$ cat src/rtl/evt_stat_pkg.sv
package evt_stat_pkg;
   // event slots, index order also fixes bit order above FLAG_LSB
   localparam int HRD_IDX = 0;   // host read a byte
   localparam int FRQ_IDX = 1;   // host wrote while FIFO full
   localparam int NUM_EVT = 2;

   typedef logic [NUM_EVT-1:0] evt_vec_t;
endpackage

$ cat src/rtl/evt_flag_cell.sv
module evt_flag_cell (
   input  logic clk,
   input  logic rst_n,
   input  logic set_i,
   input  logic rd_i,
   input  logic wr_i,
   input  logic wbit_i,
   output logic flag_o
);
   logic flag_q;
   logic armed_q;
   logic clr_ok;

   assign clr_ok = wr_i & ~wbit_i & armed_q;

   always_ff @(posedge clk or negedge rst_n) begin
      if (!rst_n) begin
         flag_q  <= 1'b0;
         armed_q <= 1'b0;
      end else begin
         if (set_i)
            flag_q <= 1'b1;
         else if (clr_ok)
            flag_q <= 1'b0;

         if (clr_ok && !set_i)
            armed_q <= 1'b0;
         else if (rd_i && flag_q)
            armed_q <= 1'b1;
      end
   end

   assign flag_o = flag_q;


   set_takes_chk: assert property (@(posedge clk) disable iff (!rst_n)
      set_i |=> flag_q);

   clear_needs_zero_chk: assert property (@(posedge clk) disable iff (!rst_n)
      $fell(flag_q) |-> $past(wr_i && !wbit_i));

   clear_needs_arm_chk: assert property (@(posedge clk) disable iff (!rst_n)
      $fell(flag_q) |-> $past(armed_q));

   write_one_keeps_chk: assert property (@(posedge clk) disable iff (!rst_n)
      (flag_q && wr_i && wbit_i) |=> flag_q);

   set_beats_clear_chk: assert property (@(posedge clk) disable iff (!rst_n)
      (set_i && clr_ok) |=> (flag_q && armed_q));
endmodule

$ cat src/rtl/evt_irq_gen.sv
module evt_irq_gen #(
   parameter int NUM      = 2,
   parameter bit SYNC_IRQ = 1'b1
) (
   input  logic           clk,
   input  logic           rst_n,
   input  logic           master_en_i,
   input  logic [NUM-1:0] flags_i,
   input  logic [NUM-1:0] ens_i,
   output logic           irq_o
);
   logic hit;

   always_comb hit = master_en_i & (|(flags_i & ens_i));

   generate
      if (SYNC_IRQ) begin : g_reg
         logic irq_q;
         always_ff @(posedge clk or negedge rst_n) begin
            if (!rst_n) irq_q <= 1'b0;
            else        irq_q <= hit;
         end
         assign irq_o = irq_q;


         irq_needs_master_chk: assert property (@(posedge clk) disable iff (!rst_n)
            irq_o |-> $past(master_en_i));

         irq_needs_source_chk: assert property (@(posedge clk) disable iff (!rst_n)
            irq_o |-> $past(|(flags_i & ens_i)));
      end else begin : g_comb
         assign irq_o = hit;
      end
   endgenerate
endmodule

$ cat src/rtl/evt_status_reg.sv
module evt_status_reg
   import evt_stat_pkg::*;
#(
   parameter int DATA_W   = 8,
   parameter int FLAG_LSB = 3,
   parameter bit SYNC_IRQ = 1'b1
) (
   input  logic              clk,
   input  logic              rst_n,
   input  logic              host_wr_stb,
   input  logic              host_rd_stb,
   input  logic              fifo_full,
   input  logic              cpu_cs,
   input  logic              cpu_we,
   input  logic [DATA_W-1:0] cpu_wdata,
   output logic [DATA_W-1:0] cpu_rdata,
   input  logic              irq_master_en,
   input  logic              irq_full_en,
   input  logic              irq_rd_en,
   output logic              irq_req
);
   localparam int FLAG_MSB = FLAG_LSB + NUM_EVT - 1;

   generate
      if (FLAG_MSB >= DATA_W) begin : g_bad_width
         $error("flag field does not fit in DATA_W");
      end
   endgenerate

   evt_vec_t set_vec;
   evt_vec_t flags;
   evt_vec_t ens;
   logic     slv_rd;
   logic     slv_wr;
   logic     unused_wbits;

   assign slv_rd = cpu_cs & ~cpu_we;
   assign slv_wr = cpu_cs &  cpu_we;
   assign unused_wbits = ^cpu_wdata;

   always_comb begin
      set_vec          = '0;
      set_vec[HRD_IDX] = host_rd_stb;
      set_vec[FRQ_IDX] = host_wr_stb & fifo_full;
      ens              = '0;
      ens[HRD_IDX]     = irq_rd_en;
      ens[FRQ_IDX]     = irq_full_en;
   end

   generate
      for (genvar i = 0; i < NUM_EVT; i++) begin : g_flag
         evt_flag_cell u_cell (
            .clk    (clk),
            .rst_n  (rst_n),
            .set_i  (set_vec[i]),
            .rd_i   (slv_rd),
            .wr_i   (slv_wr),
            .wbit_i (cpu_wdata[FLAG_LSB+i]),
            .flag_o (flags[i])
         );
      end
   endgenerate

   always_comb begin
      cpu_rdata                       = '0;
      cpu_rdata[FLAG_LSB +: NUM_EVT]  = flags;
   end

   evt_irq_gen #(
      .NUM      (NUM_EVT),
      .SYNC_IRQ (SYNC_IRQ)
   ) u_irq (
      .clk         (clk),
      .rst_n       (rst_n),
      .master_en_i (irq_master_en),
      .flags_i     (flags),
      .ens_i       (ens),
      .irq_o       (irq_req)
   );


   frq_source_chk: assert property (@(posedge clk) disable iff (!rst_n)
      $rose(flags[FRQ_IDX]) |-> $past(host_wr_stb && fifo_full));

   hrd_source_chk: assert property (@(posedge clk) disable iff (!rst_n)
      $rose(flags[HRD_IDX]) |-> $past(host_rd_stb));
endmodule

$ cat config.mk
export PLATFORM = sky130hd
export DESIGN_NAME = evt_status_reg
export DESIGN_NICKNAME = d
export VERILOG_FILES = /design/src/rtl/evt_stat_pkg.sv /design/src/rtl/evt_flag_cell.sv /design/src/rtl/evt_irq_gen.sv /design/src/rtl/evt_status_reg.sv
export SDC_FILE = /design/constraint.sdc
export NUM_CORES = 1
export LEC_CHECK = 0
export ABC_CLOCK_PERIOD_IN_PS = 800
export BUFFER_PORTS_ARGS = -buffer_cell sky130_fd_sc_hd__buf_2
export CELL_PAD_IN_SITES_DETAIL_PLACEMENT = 1
export CELL_PAD_IN_SITES_GLOBAL_PLACEMENT = 2
export CORE_MARGIN = 3
export CORE_UTILIZATION = 15
export DETAILED_ROUTE_END_ITERATION = 6
export PLACE_DENSITY = 0.67
export RECOVER_POWER = 25
export SYNTH_ARGS = -nofsm -noshare
export SYNTH_HDL_FRONTEND = slang
export SYNTH_SLANG_ARGS = --single-unit
$ cat constraint.sdc
create_clock -name clk -period 0.8 [get_ports clk]
set_input_delay 0.16 -clock clk [delete_from_list [all_inputs] [get_ports clk]]
set_output_delay 0.16 -clock clk [all_outputs]
set_load 0.02 [all_outputs]
# After elaboration in Yosys (flattened, before gate mapping)
# Index checks and enable logic that the tools add are counted.
# word_totals
mem_count	0
ram_bits	0
in_bits	18
elab_cells	36
latchBits	0
rom_bits	0
output_inout_bits	9
regBits	5
# classes
add_sub_neg	0
n_eq_ne	0
reduce_logical	11
n_bitwise	12
n_div	0
multipliers	0
n_shift	0
n_mux	8
magnitude_cmp	0
# op_table
operator	n
$and A1 B1 Y1	8
$mux W1	8
$reduce_bool A2 Y1	4
$logic_and A1 B1 Y1	4
$not A1 Y1	3
$and A2 B2 Y2	1
$logic_not A1 Y1	2
$reduce_or A2 Y1	1

# Longest topological paths before layout
# Gate-level depths: netlist (run 1).
# depth
word_depth	5
mapped_depth	3
ltp_nobuf	3

# By module
# From an unflattened synthesis (run 1), not the netlist that was laid out.
# hier_totals
cells_unflattened	27
area_unflattened_um2	267.8
# modules_own_cells
module	area_each_um2	instances	cells_per_inst	seq_area_each_um2
evt_flag_cell	78.8	2	7	50.0
evt_status_reg	71.3	1	10	0.0
evt_irq_gen	38.8	1	3	25.0

# Least setup slack after synthesis (run 1)
# No wires, ideal clock.
# synth_timing
path_type	flip-flop to flip-flop
start	reg g_flag[0].u_cell.armed_q
end	reg g_flag[0].u_cell.flag_q
path_buffers	0
path_slack_ns	0.065
setup_ns	0.118
required_time_ns	0.682
arrival_ns	0.617
stages_incl_launch_ff	3
period_less_slack_ns	0.735
path_cell_list	dfrtp_1 > nand4b_1 > a21o_1
# synth_via
elab_chain_cells	2
# synth_lines
element	line_no	source
from (decl)	evt_flag_cell.sv:11	logic armed_q;
from (signal assigned)	evt_flag_cell.sv:19	armed_q <= 1'b0;
from (signal assigned)	evt_flag_cell.sv:27	armed_q <= 1'b0;
from (signal assigned)	evt_flag_cell.sv:29	armed_q <= 1'b1;
$and A1 B1 Y1	evt_flag_cell.sv:14	assign clr_ok = wr_i & ~wbit_i & armed_q;
$reduce_bool A2 Y1 (no source line)	-	
to (signal assigned)	evt_flag_cell.sv:18	flag_q <= 1'b0;
to (signal assigned)	evt_flag_cell.sv:22	flag_q <= 1'b1;
to (signal assigned)	evt_flag_cell.sv:24	flag_q <= 1'b0;
to (decl)	evt_flag_cell.sv:10	logic flag_q;
# No other way between the ends.
# A chain may end at the register's enable or synchronous reset.

# Worst setup path in the final report (run 1)
# layout_timing
start	reg g_flag[1].u_cell.flag_q
end	out cpu_rdata[4]
# layout_rtl
element	line_no	source
from (decl)	evt_flag_cell.sv:10	
from (signal assigned)	evt_flag_cell.sv:18	
from (signal assigned)	evt_flag_cell.sv:22	
from (signal assigned)	evt_flag_cell.sv:24	
to (decl)	evt_status_reg.sv:16	output logic [DATA_W-1:0] cpu_rdata,
# No word-level cell between the ends.

==> results of run 1 <==
[per-stage QoR]
step                TNS, ps  hold WS (ps)
floorplan                 0          -136
global placement          0         -24.5
detailed placement        0         -19.3
CTS                    -576           133
global route           -822           155
finish                 -528           142
[state kept, by name, summed over array words and instances (netlist names)]
name	cells
g_flag.u_cell.armed_q	2
u_irq.irq_o	1
g_flag.u_cell.flag_o	2
[cell type report]
cell class	count	area [sq um]	area share (%)
Multi-Input combinational cell	18	129	29.9
Sequential cell	5	125	29.0
Timing Repair Buffer	17	113	26.1
Tap cell	25	31.3	7.25
Clock buffer	4	26.3	6.09
Inverter	2	7.51	1.74
[worst max-delay path by stage]
| stage | start | endpoint | depth (start not counted) |
|---|---|---|---|
| after floorplan | g_flag[0].u_cell.armed_q | g_flag[0].u_cell.flag_o | 2 |
| after global placement | g_flag[0].u_cell.armed_q | g_flag[0].u_cell.flag_o | 2 |
| after detailed placement | cpu_cs | g_flag[0].u_cell.armed_q | 4 |
| after CTS | g_flag[1].u_cell.flag_o | cpu_rdata[4] | 1 |
| after global routing | g_flag[1].u_cell.flag_o | cpu_rdata[4] | 1 |
| final | g_flag[1].u_cell.flag_o | cpu_rdata[4] | 1 |
[layout by cell type (no fill, tap or decap)]
| cell | count |
|---|---|
| buf_2 | 10 |
| conb_1 | 6 |
| dfrtp_1 | 5 |
| clkbuf_4 | 3 |
| buf_6 | 3 |
| nand4b_1 | 2 |
| a21oi_2 | 2 |
| clkbuf_1 | 2 |
| buf_4 | 2 |
| a22oi_2 | 1 |
| nor2b_1 | 1 |
| a21o_1 | 1 |
| a22o_1 | 1 |
| inv_1 | 1 |
| inv_2 | 1 |
| a211oi_2 | 1 |
| o22ai_1 | 1 |
| o31ai_2 | 1 |
| o21ai_1 | 1 |
| dlygate4sd3_1 | 1 |
[metal layers]
layer	vias up	track usage [%]	wire length, microns	share of wire (%)
li1	120	-	-	-
met1	102	7.71	325	49
met2	15	6.30	249	37
met3	2	1.81	69	10
met4	0	9.68	21	3.2
met5	-	0	0	0
[where the power goes]
part / switching [W] / internal (W) / leakage (nW)
Combinational: 0.0000960 / 0.0000843 / 0.130
Clock: 0.000105 / 0.000189 / 0.0150
Sequential: 0.0000178 / 0.000275 / 0.0516
[synth_stat cells, drive strengths merged]
library cell	count	share of area [%]
a211oi	1	4.3
a21o	1	2.6
a21oi	2	3.4
a22o	1	3.0
a22oi	1	2.6
buf	8	21
conb	1	1.3
dfrtp	5	43
inv	2	2.6
nand4b	2	6.0
nor2b	1	2.2
o21ai	1	1.7
o22ai	1	2.2
o31ai	1	4.3
[cell families after synthesis]
family                 count (synthesis)  share of synthesized area (%)
buffers and inverters                 10                           23.3
AOI/OAI and AO/OA                      9                           24.1
DFF                                    5                           43.1
other                                  1                           1.29
and+or+nand+nor                        3                           8.19
[repair_timing]
action                                  CTS  global route
endpoints found under the setup margin    4             8
pin swaps                                 1             0
hold buffers                              1             0
gates resized for setup                   7             2
buffers inserted                          2             0
endpoints found under the hold margin     5             0
==> flow_summary.yaml, run 1 <==
clocking:
  numCtsBuffers: 3
  worstSkewPairLatency_ps: 240
  tritoncts: "done"
  root_buffer: "clkbuf_4"
  cts_max_level: 1
  cts_sinks: 5
  clk_pin_slew_ps: 40
  clk_path_buf_depth: 2
place:
  dp_cells: 64
  pre_cts_ws_ps: 6.72
  place_area_sq_um: 350
  finalWeightedCongestion: 0.641
  io_buffer_count: 14
sta:
  timing.fmax_mhz: 1080
  timing.final.ws_setup_ps: -122
  finalSetupViolCount: 8
  period_minus_slack_ps: 922
  drv_slew: 0
  min_period_over_period_pct: 115
  final_hold_viol_count: 0
  skew_ps: 1.29
  grt_setup_unrepaired: "true"
cells_and_area:
  insertedDiodeCount: 0
  drive_above_1_share_pct: 52.2
  fin_nets: 65
  instances_no_fill: 71
  fillerInstances: 218
  areaGrowthSynthToFinish_pct: 48.7
  stdcell_area_sq_um: 432
  final_util_pct: 24.2
die:
  die_w_microns: 50.0
  design.core.area_sq_um: 1780
  fp-row-count: 15
  dieArea_sq_um: 2500
  initial_core_util_pct: 16.3
  io-pin-count: 27
  fp.dieH_microns: 50.0
pwr:
  vdd_ir_drop_max_uv: 309
  powerDensity_nw_per_um2: 1780
  power_w: 0.000766
  power.leakage_nw: 0.197
logic_synthesis:
  yosysUniqueCellTypes: 15
  postSynthCellCount: 28
  yosys_warnings: 0
  netlist_area_sq_um: 290
  ys_seq_area_share_pct: 43.1
  syn_area_per_cell_sq_um: 10.4
  ys_seq_elements: 5
min_path:
  worstHoldStart: "host_rd_stb"
  whs_path_depth: 2
  hold_class: "input pin to flop"
  hold_path_end: "g_flag[0].u_cell.flag_o"
outcome:
  status: "complete, but fails checks"
  violations: "negative setup slack"
setup_path:
  crit_path_start_kind: "flop"
  max_stage_delay_ps: 390
  worst-endpoint-required_ps: 640
  r2r_setup_slack_ps: -70
  cp.arrival_ps: 760
  cp_top_family: "flip-flops"
  crit_chain: "buf_6"
  worst-setup-path-type: "flop to output port"
  crit_fanout: 2
  r2r_end: "u_irq.irq_o"
  r2r-start: "g_flag[0].u_cell.flag_o"
  path_buf_inv: 1
  cp_slowest_cell: "dfrtp_1"
  reg2reg_depth: 3
  crit_path_end_kind: "output port"
grt:
  overflow: 0
  antenna_found_initial: 0
  first_global_vias: 233
  grt_usage_pct: 6.14
  grt_pass1_wl_mm: 1.04
  grt_max_degree: 6
run:
  max_cap_viol_count: 0
routing:
  wl_per_cell_microns: 9.37
  via_per_inst: 3.37
  drtIter0Drc: 3
  drtAntennaViolNets: 0
  firstDrtPassIters: 2
  drc: 0
  num_vias: 239
  wl_microns: 665
Power figures use the tool's default switching activity.
==> run 2: changes to the inputs <==
--- a/config.mk
+++ b/config.mk
@@ -6,7 +6,7 @@
 export NUM_CORES = 1
 export LEC_CHECK = 0
 export ABC_CLOCK_PERIOD_IN_PS = 800
-export BUFFER_PORTS_ARGS = -buffer_cell sky130_fd_sc_hd__buf_2
+export BUFFER_PORTS_ARGS = -buffer_cell sky130_fd_sc_hd__clkbuf_2
 export CELL_PAD_IN_SITES_DETAIL_PLACEMENT = 1
 export CELL_PAD_IN_SITES_GLOBAL_PLACEMENT = 2
 export CORE_MARGIN = 3
==> run 2 against run 1 <==
  * The flow still finishes with violations (negative setup slack)
  * Flip-flop and latch count is the same
  * First-iteration DRC count fell by 33%
  * Largest cell class unchanged
  * Highest routed layer unchanged
  * Combinational power is essentially flat
  * Worst setup slack worse by 18 ps
==> flow_summary.yaml, run 2 (synthesis results as in run 1) <==
die:
  fp.dieH_microns: 50.0
  initial_core_util_pct: 16.3
  design.core.area_sq_um: 1780
  io-pin-count: 27
  dieArea_sq_um: 2500
  fp-row-count: 15
  die_w_microns: 50.0
min_path:
  whs_path_depth: 2
  hold_class: "input pin to flop"
  hold_path_end: "g_flag[0].u_cell.flag_o"
  worstHoldStart: "host_rd_stb"
cells_and_area:
  areaGrowthSynthToFinish_pct: 48.3
  fillerInstances: 220
  final_cell_mix: "10 x clkbuf_2, 6 x conb_1, 5 x dfrtp_1"
  final_common_cell: "clkbuf_2"
  fin_nets: 65
  final_util_pct: 24.1
  insertedDiodeCount: 0
  stdcell_area_sq_um: 430
  drive_above_1_share_pct: 52.2
pwr:
  comb_power_share_pct: 23.6
  powerDensity_nw_per_um2: 1790
  vdd_ir_drop_max_uv: 319
  power.leakage_nw: 0.199
  clockPowerShare_pct: 38.5
  intPower_w: 0.000549
  swShare_pct: 28.8
  power.switching_w: 0.000221
  power_frac_seq_pct: 37.9
setup_path:
  reg2reg_depth: 3
  crit_path_start_kind: "flop"
  cp.depth: 1
  max_stage_delay_ps: 380
  worst-setup-path-type: "flop to output port"
  path_buf_inv: 1
  crit_path_end_kind: "output port"
  crit_fanout: 2
  cp_top_family: "flip-flops"
  r2r_end: "u_irq.irq_o"
  cp.arrival_ps: 780
  r2r-start: "g_flag[0].u_cell.flag_o"
  worst-endpoint-required_ps: 640
  r2r_setup_slack_ps: -60
  crit_chain: "clkbuf_8"
  cp_slowest_cell: "dfrtp_1"
clocking:
  clk_path_buf_depth: 2
  worstSkewPairLatency_ps: 240
  root_buffer: "clkbuf_4"
  clk_pin_slew_ps: 50
  tritoncts: "done"
  cts_sinks: 5
  cts_max_level: 1
  numCtsBuffers: 3
grt:
  grt_pass1_wl_mm: 1.11
  first_global_vias: 244
  grt_max_degree: 6
  antenna_found_initial: 0
  grt_usage_pct: 6.45
  overflow: 0
routing:
  drc: 0
  drtAntennaViolNets: 0
  via_per_inst: 3.56
  wl_microns: 700
  firstDrtPassIters: 2
  drtIter0Drc: 2
  num_vias: 253
  wl_per_cell_microns: 9.86
sta:
  timing.final.ws_setup_ps: -140
  grt_setup_unrepaired: "true"
  skew_ps: 0.347
  final_hold_viol_count: 0
  drv_slew: 0
  timing.fmax_mhz: 1060
  fin_setup_tns_ps: -545
  hold_ws_ps: 151
  min_period_over_period_pct: 117
  finalSetupViolCount: 8
  period_minus_slack_ps: 940
outcome:
  violations: "negative setup slack"
  status: "complete, but fails checks"
place:
  place_area_sq_um: 350
  finalWeightedCongestion: 0.659
  place_hpwl_microns: 587
  io_buffer_count: 14
run:
  max_cap_viol_count: 0
-- run 2: changes by cell type in the layout (fill, tap and decap cells not counted), sizes merged --
| cell | previous run | this run |
|---|---|---|
| clkbuf | 5 | 16 |
| buf | 15 | 4 |
-- run 2: through the flow --
| step | instances | worst slack, ps | total power (W) |
|---|---|---|---|
| finish | 71 | -140 | 0.000770 |
| global route | 71 | -166 | 0.000813 |
| CTS | 71 | -156 | 0.000776 |
| detailed placement | 64 | 1.71 | 0.000436 |
| global placement | 64 | 16.5 | 0.000431 |
| floorplan | 33 | 64.7 | 0.000405 |
-- run 2: layout make-up --
| type | count | area (sq um) | share of cell area [%] |
|---|---|---|---|
| Clock buffer | 4 | 26.3 | 6.10 |
| Inverter | 2 | 7.51 | 1.74 |
| Multi-Input combinational cell | 18 | 129 | 29.9 |
| Sequential cell | 5 | 125 | 29.1 |
| Tap cell | 25 | 31.3 | 7.27 |
| Timing Repair Buffer | 17 | 111 | 25.9 |
-- run 2: worst max path at each step --
stage / startpoint / to / slack, ps
6_report: g_flag[1].u_cell.flag_o / cpu_rdata[4] / -140
4_1_cts: g_flag[1].u_cell.flag_o / cpu_rdata[4] / -160
3_3_place_gp: cpu_cs / g_flag[0].u_cell.armed_q / 20
2_1_floorplan: g_flag[0].u_cell.armed_q / g_flag[0].u_cell.flag_o / 60
5_1_grt: g_flag[1].u_cell.flag_o / cpu_rdata[4] / -170
3_5_place_dp: cpu_cs / g_flag[0].u_cell.armed_q / 2
-- run 2: per-layer routing --
metal  up-vias  part of all wire (%)  track usage (%)
li1        120                     -                -
met1       116                    47             7.88
met2        15                    42             7.39
met3         2                   7.3             1.51
met4         0                   3.0             9.68
met5         -                     0                0
-- run 2: power by group through the flow --
stage / registers (W) / clock network (W) / logic, W
after detailed placement: 0.000298 / 0 / 0.000138
after floorplan: 0.000298 / 0 / 0.000107
after global routing: 0.000295 / 0.000318 / 0.000200
final: 0.000292 / 0.000296 / 0.000181
after global placement: 0.000297 / 0 / 0.000134
after CTS: 0.000291 / 0.000311 / 0.000174
-- run 2: timing repair --
action / in CTS / in global routing
endpoints found under the hold margin: 5 / 0
pin swaps: 1 / 0
resized for setup: 4 / 6
hold buffers: 1 / 0
setup buffers: 2 / 0
endpoints found under the setup margin: 4 / 8
==> run 3: changes to the inputs <==
--- a/config.mk
+++ b/config.mk
@@ -10,9 +10,10 @@
 export CELL_PAD_IN_SITES_DETAIL_PLACEMENT = 1
 export CELL_PAD_IN_SITES_GLOBAL_PLACEMENT = 2
 export CORE_MARGIN = 3
-export CORE_UTILIZATION = 15
+export CORE_UTILIZATION = 16
+export CTS_BUF_LIST = sky130_fd_sc_hd__clkbuf_2
 export DETAILED_ROUTE_END_ITERATION = 6
-export PLACE_DENSITY = 0.67
+export PLACE_DENSITY = 0.7
 export RECOVER_POWER = 25
 export SYNTH_ARGS = -nofsm -noshare
 export SYNTH_HDL_FRONTEND = slang
==> run 3 against run 2 <==
  * The flow still finishes with violations (negative setup slack)
  * Critical path depth stayed put
  * Routed wire length is 3.7% lower
  * Via count stayed put
  * Cell count is 1.4% lower
  * Sequential power hardly changed
  * Clock skew is 1.0 ps higher
==> flow_summary.yaml, run 3 (synthesis results as in run 1) <==
outcome:
  status: "complete, but fails checks"
  violations: "negative setup slack"
grt:
  first_global_vias: 266
  overflow: 0
  grt_max_degree: 6
  grt.met3_usage_pct: 1.23
  antenna_found_initial: 0
  grt_pass1_wl_mm: 1.09
  top_usage_layer: "met4"
  grt_util_met1_pct: 7.13
  met2_usage_pct: 8.72
  grt_usage_pct: 6.52
die:
  fp.dieH_microns: 48.6
  fp-row-count: 14
  dieArea_sq_um: 2360
  die_w_microns: 48.6
  initial_core_util_pct: 18.0
  design.core.area_sq_um: 1610
  io-pin-count: 27
setup_path:
  max_stage_delay_ps: 390
  crit_path_start_kind: "flop"
  crit_path_end_kind: "output port"
  path_buf_inv: 1
  worst-setup-path-type: "flop to output port"
  crit_chain: "clkbuf_8"
  cp_top_family: "flip-flops"
  crit_fanout: 2
  cp_slowest_cell: "dfrtp_1"
  reg2reg_depth: 3
  cp.arrival_ps: 750
  cp.depth: 1
  worst-endpoint-required_ps: 640
  r2r_setup_slack_ps: -50
sta:
  final_hold_viol_count: 0
  skew_ps: 1.38
  drv_slew: 0
  min_period_over_period_pct: 114
  grt_setup_unrepaired: "true"
  finalSetupViolCount: 8
  timing.fmax_mhz: 1090
  timing.final.ws_setup_ps: -115
  hold_ws_ps: 159
  period_minus_slack_ps: 915
  fin_setup_tns_ps: -425
clocking:
  numCtsBuffers: 3
  tritoncts: "done"
  clk_pin_slew_ps: 60
  clk_path_buf_depth: 2
  root_buffer: "clkbuf_2"
  cts_max_level: 1
  cts_sinks: 5
  worstSkewPairLatency_ps: 210
min_path:
  hold_class: "input pin to flop"
  whs_path_depth: 2
routing:
  drtIter0Drc: 1
  firstDrtPassIters: 2
  wl_microns: 674
  wl_per_cell_microns: 9.63
  num_vias: 253
  drc: 0
  drtAntennaViolNets: 0
  via_per_inst: 3.61
pwr:
  vdd_ir_drop_max_uv: 313
  power_w: 0.000710
  powerDensity_nw_per_um2: 1650
  power.leakage_nw: 0.204
place:
  pre_cts_ws_ps: -8.27
  finalWeightedCongestion: 0.686
  place_hpwl_microns: 543
  io_buffer_count: 14
cells_and_area:
  areaGrowthSynthToFinish_pct: 48.3
  fin_nets: 65
  fillerInstances: 209
  insertedDiodeCount: 0
  final_common_cell: "clkbuf_2"
  drive_above_1_share_pct: 54.3
  final_cell_mix: "14 x clkbuf_2, 6 x conb_1, 5 x dfrtp_1"
run:
  max_cap_viol_count: 0
[run 3: cell counts in the layout (fill, tap and decap cells not counted)]
No cell type changed its count.
[run 3: cell type report]
cell class	count	area [sq um]	area share, %
Clock buffer	4	20.0	4.65
Inverter	2	7.51	1.74
Multi-Input combinational cell	18	129	29.9
Sequential cell	5	125	29.1
Tap cell	24	30.0	6.98
Timing Repair Buffer	17	119	27.6
[run 3: what timing repair did]
item | CTS | global route
endpoints found under the setup margin | 5 | 8
resized for setup | 5 | 7
pin swaps | 1 | 3
endpoints found under the hold margin | 5 | 0
hold buffers | 1 | 0
setup buffers | 2 | 0
[run 3: where the power goes]
group	switching [W]	total, W	internal, W
Combinational	0.0000954	0.000183	0.0000878
Clock	0.000102	0.000234	0.000132
Sequential	0.0000175	0.000292	0.000275
Total	0.000215	0.000710	0.000495
[run 3: worst register-to-register path: stages, from the launching register on]
cell and delay [ps]:
dfrtp_1 390, buf_4 150, a22oi_2 140, nor2b_1 60
[run 3: path summary, 6_finish.rpt]
check	start	to
worst max-delay path	g_flag[1].u_cell.flag_o	cpu_rdata[4]
max in group asynchronous	rst_n	g_flag[0].u_cell.flag_o
min in group asynchronous	rst_n	g_flag[1].u_cell.armed_q
worst min register to register	g_flag[0].u_cell.armed_q	g_flag[0].u_cell.armed_q
worst max register to register	g_flag[1].u_cell.flag_o	u_irq.irq_o
worst min-delay path	host_rd_stb	g_flag[0].u_cell.flag_o
[run 3: metrics by stage]
stage | instance area [sq um] | util (%) | instances
floorplan | 309 | - | 33
global placement | 349 | 21.7 | 63
detailed placement | 349 | 21.7 | 63
CTS | 415 | 25.8 | 70
global route | 430 | 26.7 | 70
finish | 430 | 26.7 | 70
[run 3: metal layers]
metal | up-vias | share of wire, %
met5 | - | 0
met3 | 2 | 9.1
met4 | 0 | 2.8
met1 | 112 | 45
met2 | 18 | 43
li1 | 121 | -
